==> config.mk <==
export PLATFORM = sky130hd
export DESIGN_NAME = bst_seq
export DESIGN_NICKNAME = d
export VERILOG_FILES = /design/src/rtl/bst_pkg.sv /design/src/rtl/bst_cfg.sv /design/src/rtl/bst_pace.sv /design/src/rtl/bst_scan.sv /design/src/rtl/bst_seq.sv
export SDC_FILE = /design/constraint.sdc
export NUM_CORES = 1
export LEC_CHECK = 0
export BUFFER_PORTS_ARGS = -buffer_cell sky130_fd_sc_hd__buf_4
export CORE_MARGIN = 4
export CORE_UTILIZATION = 47
export DETAILED_ROUTE_END_ITERATION = 7
export GPL_TIMING_DRIVEN = 0
export PLACE_DENSITY = 0.71
export SLEW_MARGIN = 20
export SYNTH_ARGS = -nofsm -noshare
export SYNTH_HDL_FRONTEND = slang
export SYNTH_SLANG_ARGS = --single-unit
export TNS_END_PERCENT = 5
==> constraint.sdc <==
create_clock -name clk -period 1.4 [get_ports clk]
set_input_delay 0.07 -clock clk [delete_from_list [all_inputs] [get_ports clk]]
set_output_delay 0.07 -clock clk [all_outputs]
set_load 0.03 [all_outputs]
==> src/rtl/bst_pkg.sv <==
package bst_pkg;

    typedef enum logic [2:0] {
        ST_IDLE,
        ST_SHIFT_IN,
        ST_FUNC_SLOW,
        ST_FUNC_FAST,
        ST_SHIFT_OUT,
        ST_DONE
    } seq_state_t;

    function automatic logic is_shift(seq_state_t s);
        return (s == ST_SHIFT_IN) || (s == ST_SHIFT_OUT);
    endfunction

    function automatic logic is_func(seq_state_t s);
        return (s == ST_FUNC_SLOW) || (s == ST_FUNC_FAST);
    endfunction

endpackage

==> src/rtl/bst_cfg.sv <==
module bst_cfg #(
    parameter int MAX_FUNC = 8,
    localparam int NW = $clog2(MAX_FUNC + 1),
    localparam int IW = $clog2(MAX_FUNC)
) (
    input  logic          clk,
    input  logic          rst_n,
    input  logic          load_i,
    input  logic [NW-1:0] n_func_i,
    input  logic [IW-1:0] fast_idx_i,
    output logic [IW-1:0] last_idx_o,
    output logic [IW-1:0] fast_idx_o
);

    logic [NW-1:0] count_c;
    logic [NW-1:0] last_n;
    logic [IW-1:0] last_c;
    logic [IW-1:0] fast_c;

    always_comb begin
        if (n_func_i < NW'(2)) begin
            count_c = NW'(2);
        end else if (n_func_i > NW'(MAX_FUNC)) begin
            count_c = NW'(MAX_FUNC);
        end else begin
            count_c = n_func_i;
        end
        last_n = count_c - NW'(1);
        last_c = IW'(last_n);
        fast_c = (NW'(fast_idx_i) > last_n) ? last_c : fast_idx_i;
    end

    always_ff @(posedge clk or negedge rst_n) begin
        if (!rst_n) begin
            last_idx_o <= IW'(1);
            fast_idx_o <= IW'(1);
        end else if (load_i) begin
            last_idx_o <= last_c;
            fast_idx_o <= fast_c;
        end
    end

endmodule

==> src/rtl/bst_pace.sv <==
module bst_pace #(
    parameter int SLOW_DIV = 4,
    localparam int CW = $clog2(SLOW_DIV + 1)
) (
    input  logic clk,
    input  logic rst_n,
    input  logic run_i,
    output logic tick_o
);

    logic [CW-1:0] cnt_q;

    assign tick_o = run_i && (cnt_q == CW'(SLOW_DIV - 1));

    always_ff @(posedge clk or negedge rst_n) begin
        if (!rst_n) begin
            cnt_q <= '0;
        end else if (run_i && !tick_o) begin
            cnt_q <= cnt_q + CW'(1);
        end else begin
            cnt_q <= '0;
        end
    end

endmodule

==> src/rtl/bst_scan.sv <==
module bst_scan #(
    parameter int CHAIN_LEN = 6,
    parameter int PO_W      = 3
) (
    input  logic                 clk,
    input  logic                 rst_n,
    input  logic                 load_i,
    input  logic [CHAIN_LEN-1:0] init_i,
    input  logic                 shift_i,
    output logic                 si_o,
    input  logic                 so_cap_i,
    input  logic                 so_i,
    output logic                 so_valid_o,
    output logic                 so_bit_o,
    input  logic                 po_cap_i,
    input  logic [PO_W-1:0]      po_i,
    output logic                 po_valid_o,
    output logic [PO_W-1:0]      po_data_o
);

    logic [CHAIN_LEN-1:0] load_q;

    assign si_o = load_q[0];

    always_ff @(posedge clk or negedge rst_n) begin
        if (!rst_n) begin
            load_q <= '0;
        end else if (load_i) begin
            load_q <= init_i;
        end else if (shift_i) begin
            load_q <= {1'b0, load_q[CHAIN_LEN-1:1]};
        end
    end

    always_ff @(posedge clk or negedge rst_n) begin
        if (!rst_n) begin
            so_valid_o <= 1'b0;
            so_bit_o   <= 1'b0;
            po_valid_o <= 1'b0;
            po_data_o  <= '0;
        end else begin
            so_valid_o <= so_cap_i;
            po_valid_o <= po_cap_i;
            if (so_cap_i) begin
                so_bit_o <= so_i;
            end
            if (po_cap_i) begin
                po_data_o <= po_i;
            end
        end
    end

endmodule

==> src/rtl/bst_seq.sv <==
module bst_seq #(
    parameter int CHAIN_LEN = 6,
    parameter int PI_W      = 4,
    parameter int PO_W      = 3,
    parameter int MAX_FUNC  = 8,
    parameter int SLOW_DIV  = 4,
    localparam int NW = $clog2(MAX_FUNC + 1),
    localparam int IW = $clog2(MAX_FUNC),
    localparam int BW = $clog2(CHAIN_LEN)
) (
    input  logic                 clk,
    input  logic                 rst_n,
    input  logic                 start_i,
    input  logic [NW-1:0]        n_func_i,
    input  logic [IW-1:0]        fast_idx_i,
    input  logic [CHAIN_LEN-1:0] init_state_i,
    output logic                 done_o,
    output logic                 scan_en_o,
    output logic                 clk_en_o,
    output logic                 scan_si_o,
    input  logic                 scan_so_i,
    output logic [IW-1:0]        vec_idx_o,
    input  logic [PI_W-1:0]      pi_vec_i,
    output logic [PI_W-1:0]      cut_pi_o,
    input  logic [PO_W-1:0]      cut_po_i,
    output logic                 po_valid_o,
    output logic [PO_W-1:0]      po_data_o,
    output logic                 so_valid_o,
    output logic                 so_bit_o
);
    import bst_pkg::*;

    seq_state_t    state_q;
    seq_state_t    state_d;
    logic [BW-1:0] bit_q;
    logic [IW-1:0] idx_q;
    logic [IW-1:0] last_idx;
    logic [IW-1:0] fast_idx;
    logic          accept;
    logic          bit_last;
    logic          slow_tick;
    logic          func_en;
    logic          idx_last;
    logic [IW-1:0] idx_next;

    assign accept   = (state_q == ST_IDLE) && start_i;
    assign bit_last = (bit_q == BW'(CHAIN_LEN - 1));
    assign func_en  = ((state_q == ST_FUNC_SLOW) && slow_tick) || (state_q == ST_FUNC_FAST);
    assign idx_last = (idx_q == last_idx);
    assign idx_next = idx_q + IW'(1);

    bst_cfg #(.MAX_FUNC(MAX_FUNC)) u_cfg (
        .clk        (clk),
        .rst_n      (rst_n),
        .load_i     (accept),
        .n_func_i   (n_func_i),
        .fast_idx_i (fast_idx_i),
        .last_idx_o (last_idx),
        .fast_idx_o (fast_idx)
    );

    bst_pace #(.SLOW_DIV(SLOW_DIV)) u_pace (
        .clk    (clk),
        .rst_n  (rst_n),
        .run_i  (state_q == ST_FUNC_SLOW),
        .tick_o (slow_tick)
    );

    bst_scan #(.CHAIN_LEN(CHAIN_LEN), .PO_W(PO_W)) u_scan (
        .clk        (clk),
        .rst_n      (rst_n),
        .load_i     (accept),
        .init_i     (init_state_i),
        .shift_i    (state_q == ST_SHIFT_IN),
        .si_o       (scan_si_o),
        .so_cap_i   (state_q == ST_SHIFT_OUT),
        .so_i       (scan_so_i),
        .so_valid_o (so_valid_o),
        .so_bit_o   (so_bit_o),
        .po_cap_i   (func_en),
        .po_i       (cut_po_i),
        .po_valid_o (po_valid_o),
        .po_data_o  (po_data_o)
    );

    // State register and counters
    always_ff @(posedge clk or negedge rst_n) begin
        if (!rst_n) begin
            state_q <= ST_IDLE;
            bit_q   <= '0;
            idx_q   <= '0;
        end else begin
            state_q <= state_d;
            if (is_shift(state_q) && !bit_last) begin
                bit_q <= bit_q + BW'(1);
            end else begin
                bit_q <= '0;
            end
            if (state_q == ST_IDLE) begin
                idx_q <= '0;
            end else if (func_en) begin
                idx_q <= idx_next;
            end
        end
    end

    // Next-state logic
    always_comb begin
        state_d = state_q;
        unique case (state_q)
            ST_IDLE: begin
                if (start_i) state_d = ST_SHIFT_IN;
            end
            ST_SHIFT_IN: begin
                if (bit_last) begin
                    state_d = (fast_idx == '0) ? ST_FUNC_FAST : ST_FUNC_SLOW;
                end
            end
            ST_FUNC_SLOW, ST_FUNC_FAST: begin
                if (func_en) begin
                    if (idx_last) begin
                        state_d = ST_SHIFT_OUT;
                    end else begin
                        state_d = (idx_next == fast_idx) ? ST_FUNC_FAST : ST_FUNC_SLOW;
                    end
                end
            end
            ST_SHIFT_OUT: begin
                if (bit_last) state_d = ST_DONE;
            end
            ST_DONE: state_d = ST_IDLE;
            default: state_d = ST_IDLE;
        endcase
    end

    // Outputs decoded from the state
    always_comb begin
        scan_en_o = is_shift(state_q);
        clk_en_o  = is_shift(state_q) || func_en;
        done_o    = (state_q == ST_DONE);
        vec_idx_o = is_func(state_q) ? idx_q : '0;
        cut_pi_o  = is_func(state_q) ? pi_vec_i : '0;
    end

endmodule

-- Word level (Yosys, flattened, before mapping)
Cells that the tools add are included.
- logic and storage cells: 67
- flip-flop bits (word level): 30
- input port bits: 24
- output and inout port bits: 17
- reduce and logical (&&, ||, !) cells: 17
- muxes and demuxes: 19
- $lt $le $gt $ge: 3
- eq/ne operators: 13
- $add $sub $neg: 4
- operator list (kind ; count):
    $mux W3 ; 11
    $mux W4 ; 3
    $mux W6 ; 2
    $pmux W3 S4 ; 1
    $add A3 B1 Y3 const B ; 3
    $eq A3 B2 Y1 const B ; 3
    $eq A3 B3 Y1 const B ; 3
    $ne A2 B2 Y1 const B ; 4
    $eq A3 B3 Y1 ; 2
    $logic_not A3 Y1 ; 2
    $logic_and A1 B1 Y1 ; 5
    $gt A3 B4 Y1 ; 1
    $gt A4 B4 Y1 const B ; 1
    $logic_or A1 B1 Y1 ; 4
    $lt A4 B2 Y1 const B ; 1
    $reduce_and A4 Y1 ; 1
    $reduce_bool A2 Y1 ; 2
    $sub A4 B1 Y4 const B ; 1
    $eq A3 B1 Y1 const B ; 1
    $logic_not A1 Y1 ; 2
    $mux W1 ; 2
    $reduce_or A2 Y1 ; 1

-- Longest topological paths before layout
- depth after elaboration: 6
- gate-level depth with buffers: 9
- mapped depth without buffers: 9

-- Cells and area by module
A second synthesis with hierarchy kept.
- cell total of the unflattened synthesis: 173
- area total of the unflattened synthesis: 1712.9 µm²
- by module, submodules not included (module ; area an instance (µm²) ; times used ; cells an instance ; sequential area each (µm²)):
    bst_seq ; 711.9 ; 1 ; 86 ; 225.2
    bst_scan ; 470.5 ; 1 ; 36 ; 300.3
    bst_cfg ; 395.4 ; 1 ; 41 ; 152.6
    bst_pace ; 135.1 ; 1 ; 10 ; 75.1

-- Worst setup path before layout
No wires, ideal clock.
- kind: input port to flip-flop
- start: input port n_func_i[3]
- end: register u_cfg.fast_idx_o[2]
- data required time: 1.274 ns
- arrival: 1.876 ns
- setup slack: -0.602 ns
- library setup time: 0.126 ns
- stages: 7
- path buffers: 0
- path through: nand2b_1 -> or2_2 -> ha_1 -> ha_1 -> a211oi_1 -> nor2_1 -> a221o_1
- word-level cells in the longest chain between the ends: 6
- elaborated cells on any way between the ends: 7
- classes of those cells: 1 x add/sub; 3 x order compare; 3 x mux
- RTL lines (item ; line ; source):
    from (decl) ; bst_seq.sv:14 ; input logic [NW-1:0] n_func_i,
    $gt A4 B4 Y1 ; bst_cfg.sv:23 ; end else if (n_func_i > NW'(MAX_FUNC)) begin
    $mux W4 ; bst_cfg.sv:23 ;
    $mux W4 * ; bst_cfg.sv:21 ; if (n_func_i < NW'(2)) begin
    $sub A4 B1 Y4 * ; bst_cfg.sv:28 ; last_n = count_c - NW'(1);
    net u_cfg.last_n[0] ; bst_cfg.sv:16 ; logic [NW-1:0] last_n;
    $gt A3 B4 Y1 * ; bst_cfg.sv:30 ; fast_c = (NW'(fast_idx_i) > last_n) ? last_c : fast_idx_i;
    $mux W3 * ; bst_cfg.sv:30 ;
    to (signal assigned) ; bst_cfg.sv:39 ; fast_idx_o <= fast_c;
    to (decl) ; bst_cfg.sv:12 ; output logic [IW-1:0] fast_idx_o
The timed path passes the listed nets; every way through them passes the cells marked *.
A chain may end at the register's enable or synchronous reset.

-- Worst setup path after layout
Same ends and word-level chain as after synthesis.

==> impl_metrics.env <==
export IMPL_status="complete, but fails checks"
export IMPL_violations="setup timing"
export IMPL_fillCellCount=267
export IMPL_syn_to_final_growth_pct=48.2
export IMPL_yosysWarnings=0
export IMPL_end_kind="register"
export IMPL_mostFrequentLayoutCell="buf_4"
export IMPL_num_vias=1359
export IMPL_netlist_instances=160
export IMPL_cts_root_buf="clkbuf_4"
export IMPL_drc_errors=0
export IMPL_report_final_slew_viol_count=0
export IMPL_hold_path_class="in -> reg"
export IMPL_setup_violations=23
export IMPL_hold_viol_final=0
export IMPL_cp_max_fo=5
export IMPL_ir_drop_mv=1.00
export IMPL_post_route_util=0.722
export IMPL_insertion_delay_ns=0.33
export IMPL_port_buffers=40
export IMPL_final_nets=256
export IMPL_path_clk_slew_ns=0.08
export IMPL_clk_path_buf_depth=2
export IMPL_layout_setup_ws_ns=-0.171
export IMPL_grt_start_max_net_pins=31
export IMPL_drive_gt1_frac=0.442
export IMPL_fin_crit_sh=1.12
export IMPL_dp_hpwl_microns=2590
export IMPL_grt_pass1_wl_microns=6280
export IMPL_antenna_found_initial=0
export IMPL_die_w_microns=67.1
export IMPL_fmax_ghz=0.636
export IMPL_drt_iter0_markers=31
export IMPL_power_density_nw_per_um2=1900
export IMPL_ys_ff_latch=30
export IMPL_synth_edf_count=0
export IMPL_ys_seq_area_frac=0.460
export IMPL_fin_crit_ns=1.57
export IMPL_leakage_nw=1.19
export IMPL_layout_common_cells="33 x buf_4, 26 x dfrtp_1, 16 x buf_6"
export IMPL_grtUsageTotal=0.188
export IMPL_final_setup_skew_ns=0.0157
export IMPL_first_pass_iters=4
export IMPL_avgSynthCellArea_sq_um=10.2
export IMPL_overflow=0
export IMPL_place_gp_congestion=0.785
export IMPL_tightestPinTransition_ns=0.380
export IMPL_setup_tns_ns=-1.63
export IMPL_routed_via_density=5.03
export IMPL_synth_cell_types=44
export IMPL_cts_tree="done"
export IMPL_synthFlopType="dfrtp_1"
export IMPL_synth_area_leaders="dfrtp_1 43%, ha_1 6.9%, nand2_1 3.4%"
export IMPL_syn_nets=193
export IMPL_fin_hold_ws_ns=0.0263
export IMPL_critPathTopFamily="compound AO/OA/AOI/OAI gates"
export IMPL_startpoint_type="input port"
export IMPL_worstSetupPathType="in -> reg"
export IMPL_synth_top_area_share=0.427
export IMPL_num_antenna_cells=0
export IMPL_cp_buffers_inverters=1
export IMPL_core_area_sq_um=3360
export IMPL_maxSlewHeadroom=0.747
export IMPL_cpMaxStageDelayCell="ha_1"
export IMPL_p_total_mw=4.61
export IMPL_wire_per_inst_microns=13.7
export IMPL_maxCapViolCount=0
export IMPL_ios=41
export IMPL_wl_microns=3710
export IMPL_cp_data_arrival_time_ns=1.78
export IMPL_numCtsBuffers=5
export IMPL_cpPeakStageDelay_ns=0.34
export IMPL_dieArea_sq_um=4500
export IMPL_start_util=0.487
export IMPL_cts_htree_levels=2
export IMPL_die_h_microns=67.1
export IMPL_async_flop_share=1.00
export IMPL_crit_chain="buf_6 > nand2b_4 > or2_4 > ha_4 > xnor2_2 > ha_1 > nand3_2 > o21ai_2 > o211a_1 > a221o_1"
export IMPL_cts_sinks=30
export IMPL_rsz0062_at_grt="true"
export IMPL_crit_required_ns=1.61
export IMPL_synth_area_sq_um=1640
export IMPL_fp_row_count=21
export IMPL_grt_pass1_vias=1394
export IMPL_synth_largest_area_cell="dfrtp_1"
export IMPL_drtAntennaViolNets=0
## power breakdown
part           internal [mW]  leakage (nW)  switching [mW]
clock                  0.200        0.0265           0.280
combinational           1.31         0.779            1.36
sequential              1.20         0.382           0.242
total                   2.72          1.19            1.89
## cells in the mapped netlist (all sizes together) (2+ instances only)
library cell and instances:
buf 5, dfstp 2, dfrtp 28, a22o 2, nor3 5, inv 9, o21ai 10, mux2 4
and2 8, a21oi 4, xnor2 6, o2bb2ai 3, xor2 3, nor2 14, or2 2, a21o 3
ha 9, nand3 5, mux2i 4, nand2 15, nor2b 4
## area by class of cell
class	count	area, sq um	share of cell area
Sequential cell	30	756	0.311
Clock buffer	8	48.8	0.0201
Timing Repair Buffer	56	507	0.209
Inverter	9	33.8	0.0139
Multi-Input combinational cell	116	970	0.399
Tap cell	46	57.6	0.0237
Buffer	5	56.3	0.0232
## repair_timing
item                                    in CTS  in global routing
hold buffers                                10                  0
gates resized for setup                     34                 21
setup buffers                                3                  3
endpoints found under the setup margin      31                 27
hold endpoints to repair                    39                  0
pin swaps                                   11                  6
## kinds of logic (layout without fill, tap and decap cells)
| kind of cell | count (synthesis) | after routing | share of synthesized area |
|---|---|---|---|
| adder cells (fa/ha/maj) | 9 | 9 | 0.0687 |
| buffers and inverters | 14 | 78 | 0.0427 |
| XOR/XNOR | 9 | 9 | 0.0481 |
| flip-flops | 30 | 30 | 0.460 |
| AND/OR/NAND/NOR | 59 | 59 | 0.193 |
| AO/OA/AOI/OAI | 31 | 31 | 0.136 |
| multiplexers | 8 | 8 | 0.0519 |
## flip-flops by register name, indices dropped and copies added (netlist names), 3 cells and up
signal / flops
u_cfg.last_idx_o: 3
u_cfg.fast_idx_o: 3
u_scan.load_q: 6
u_pace.cnt_q: 3
state_q: 3
idx_q: 3
u_scan.po_data_o: 3
bit_q: 3
## path summary, 6_finish.rpt
| path | from | end | slack (ns) | cells past startpoint |
|---|---|---|---|---|
| worst max-delay path | n_func_i[3] | u_cfg.fast_idx_o[2] | -0.17 | 10 |
| worst min-delay path | fast_idx_i[1] | u_cfg.fast_idx_o[1] | 0.03 | 3 |
| worst max register to register | state_q[2] | u_cfg.fast_idx_o[0] | -0.15 | 5 |
| worst min register to register | u_cfg.last_idx_o[0] | u_cfg.last_idx_o[0] | 0.48 | 2 |
| max in group asynchronous | rst_n | u_cfg.last_idx_o[0] | 0.87 | 2 |
| min in group asynchronous | rst_n | state_q[2] | 0.19 | 2 |
## worst reg2reg max path: cells and delay by family (launching register included)
kind | cells | cell delay [ns]
AOI/OAI and AO/OA | 2 | 0.22
buffers and inverters | 1 | 0.13
DFF | 1 | 0.46
and+or+nand+nor | 2 | 0.63
## layer usage
layer | share of wire | vias to the layer above | GRT usage | routed length (microns)
li1 | - | 676 | - | -
met1 | 0.43 | 644 | 0.228 | 1590
met2 | 0.51 | 31 | 0.320 | 1880
met3 | 0.045 | 8 | 0.0506 | 165
met4 | 0.021 | 0 | 0.0633 | 76
met5 | 0 | - | 0 | 0
## metrics by stage
| stage | area [sq um] | setup slack, ns | instances |
|---|---|---|---|
| 4_1_cts | 2320 | -0.173 | 267 |
| 5_1_grt | 2430 | -0.215 | 270 |
| 3_5_place_dp | 2030 | -0.571 | 246 |
| 3_3_place_gp | 2030 | -0.541 | 246 |
| 6_report | 2430 | -0.171 | 270 |
| 2_1_floorplan | 1670 | -0.363 | 160 |
(Power assumes the default switching activity.)
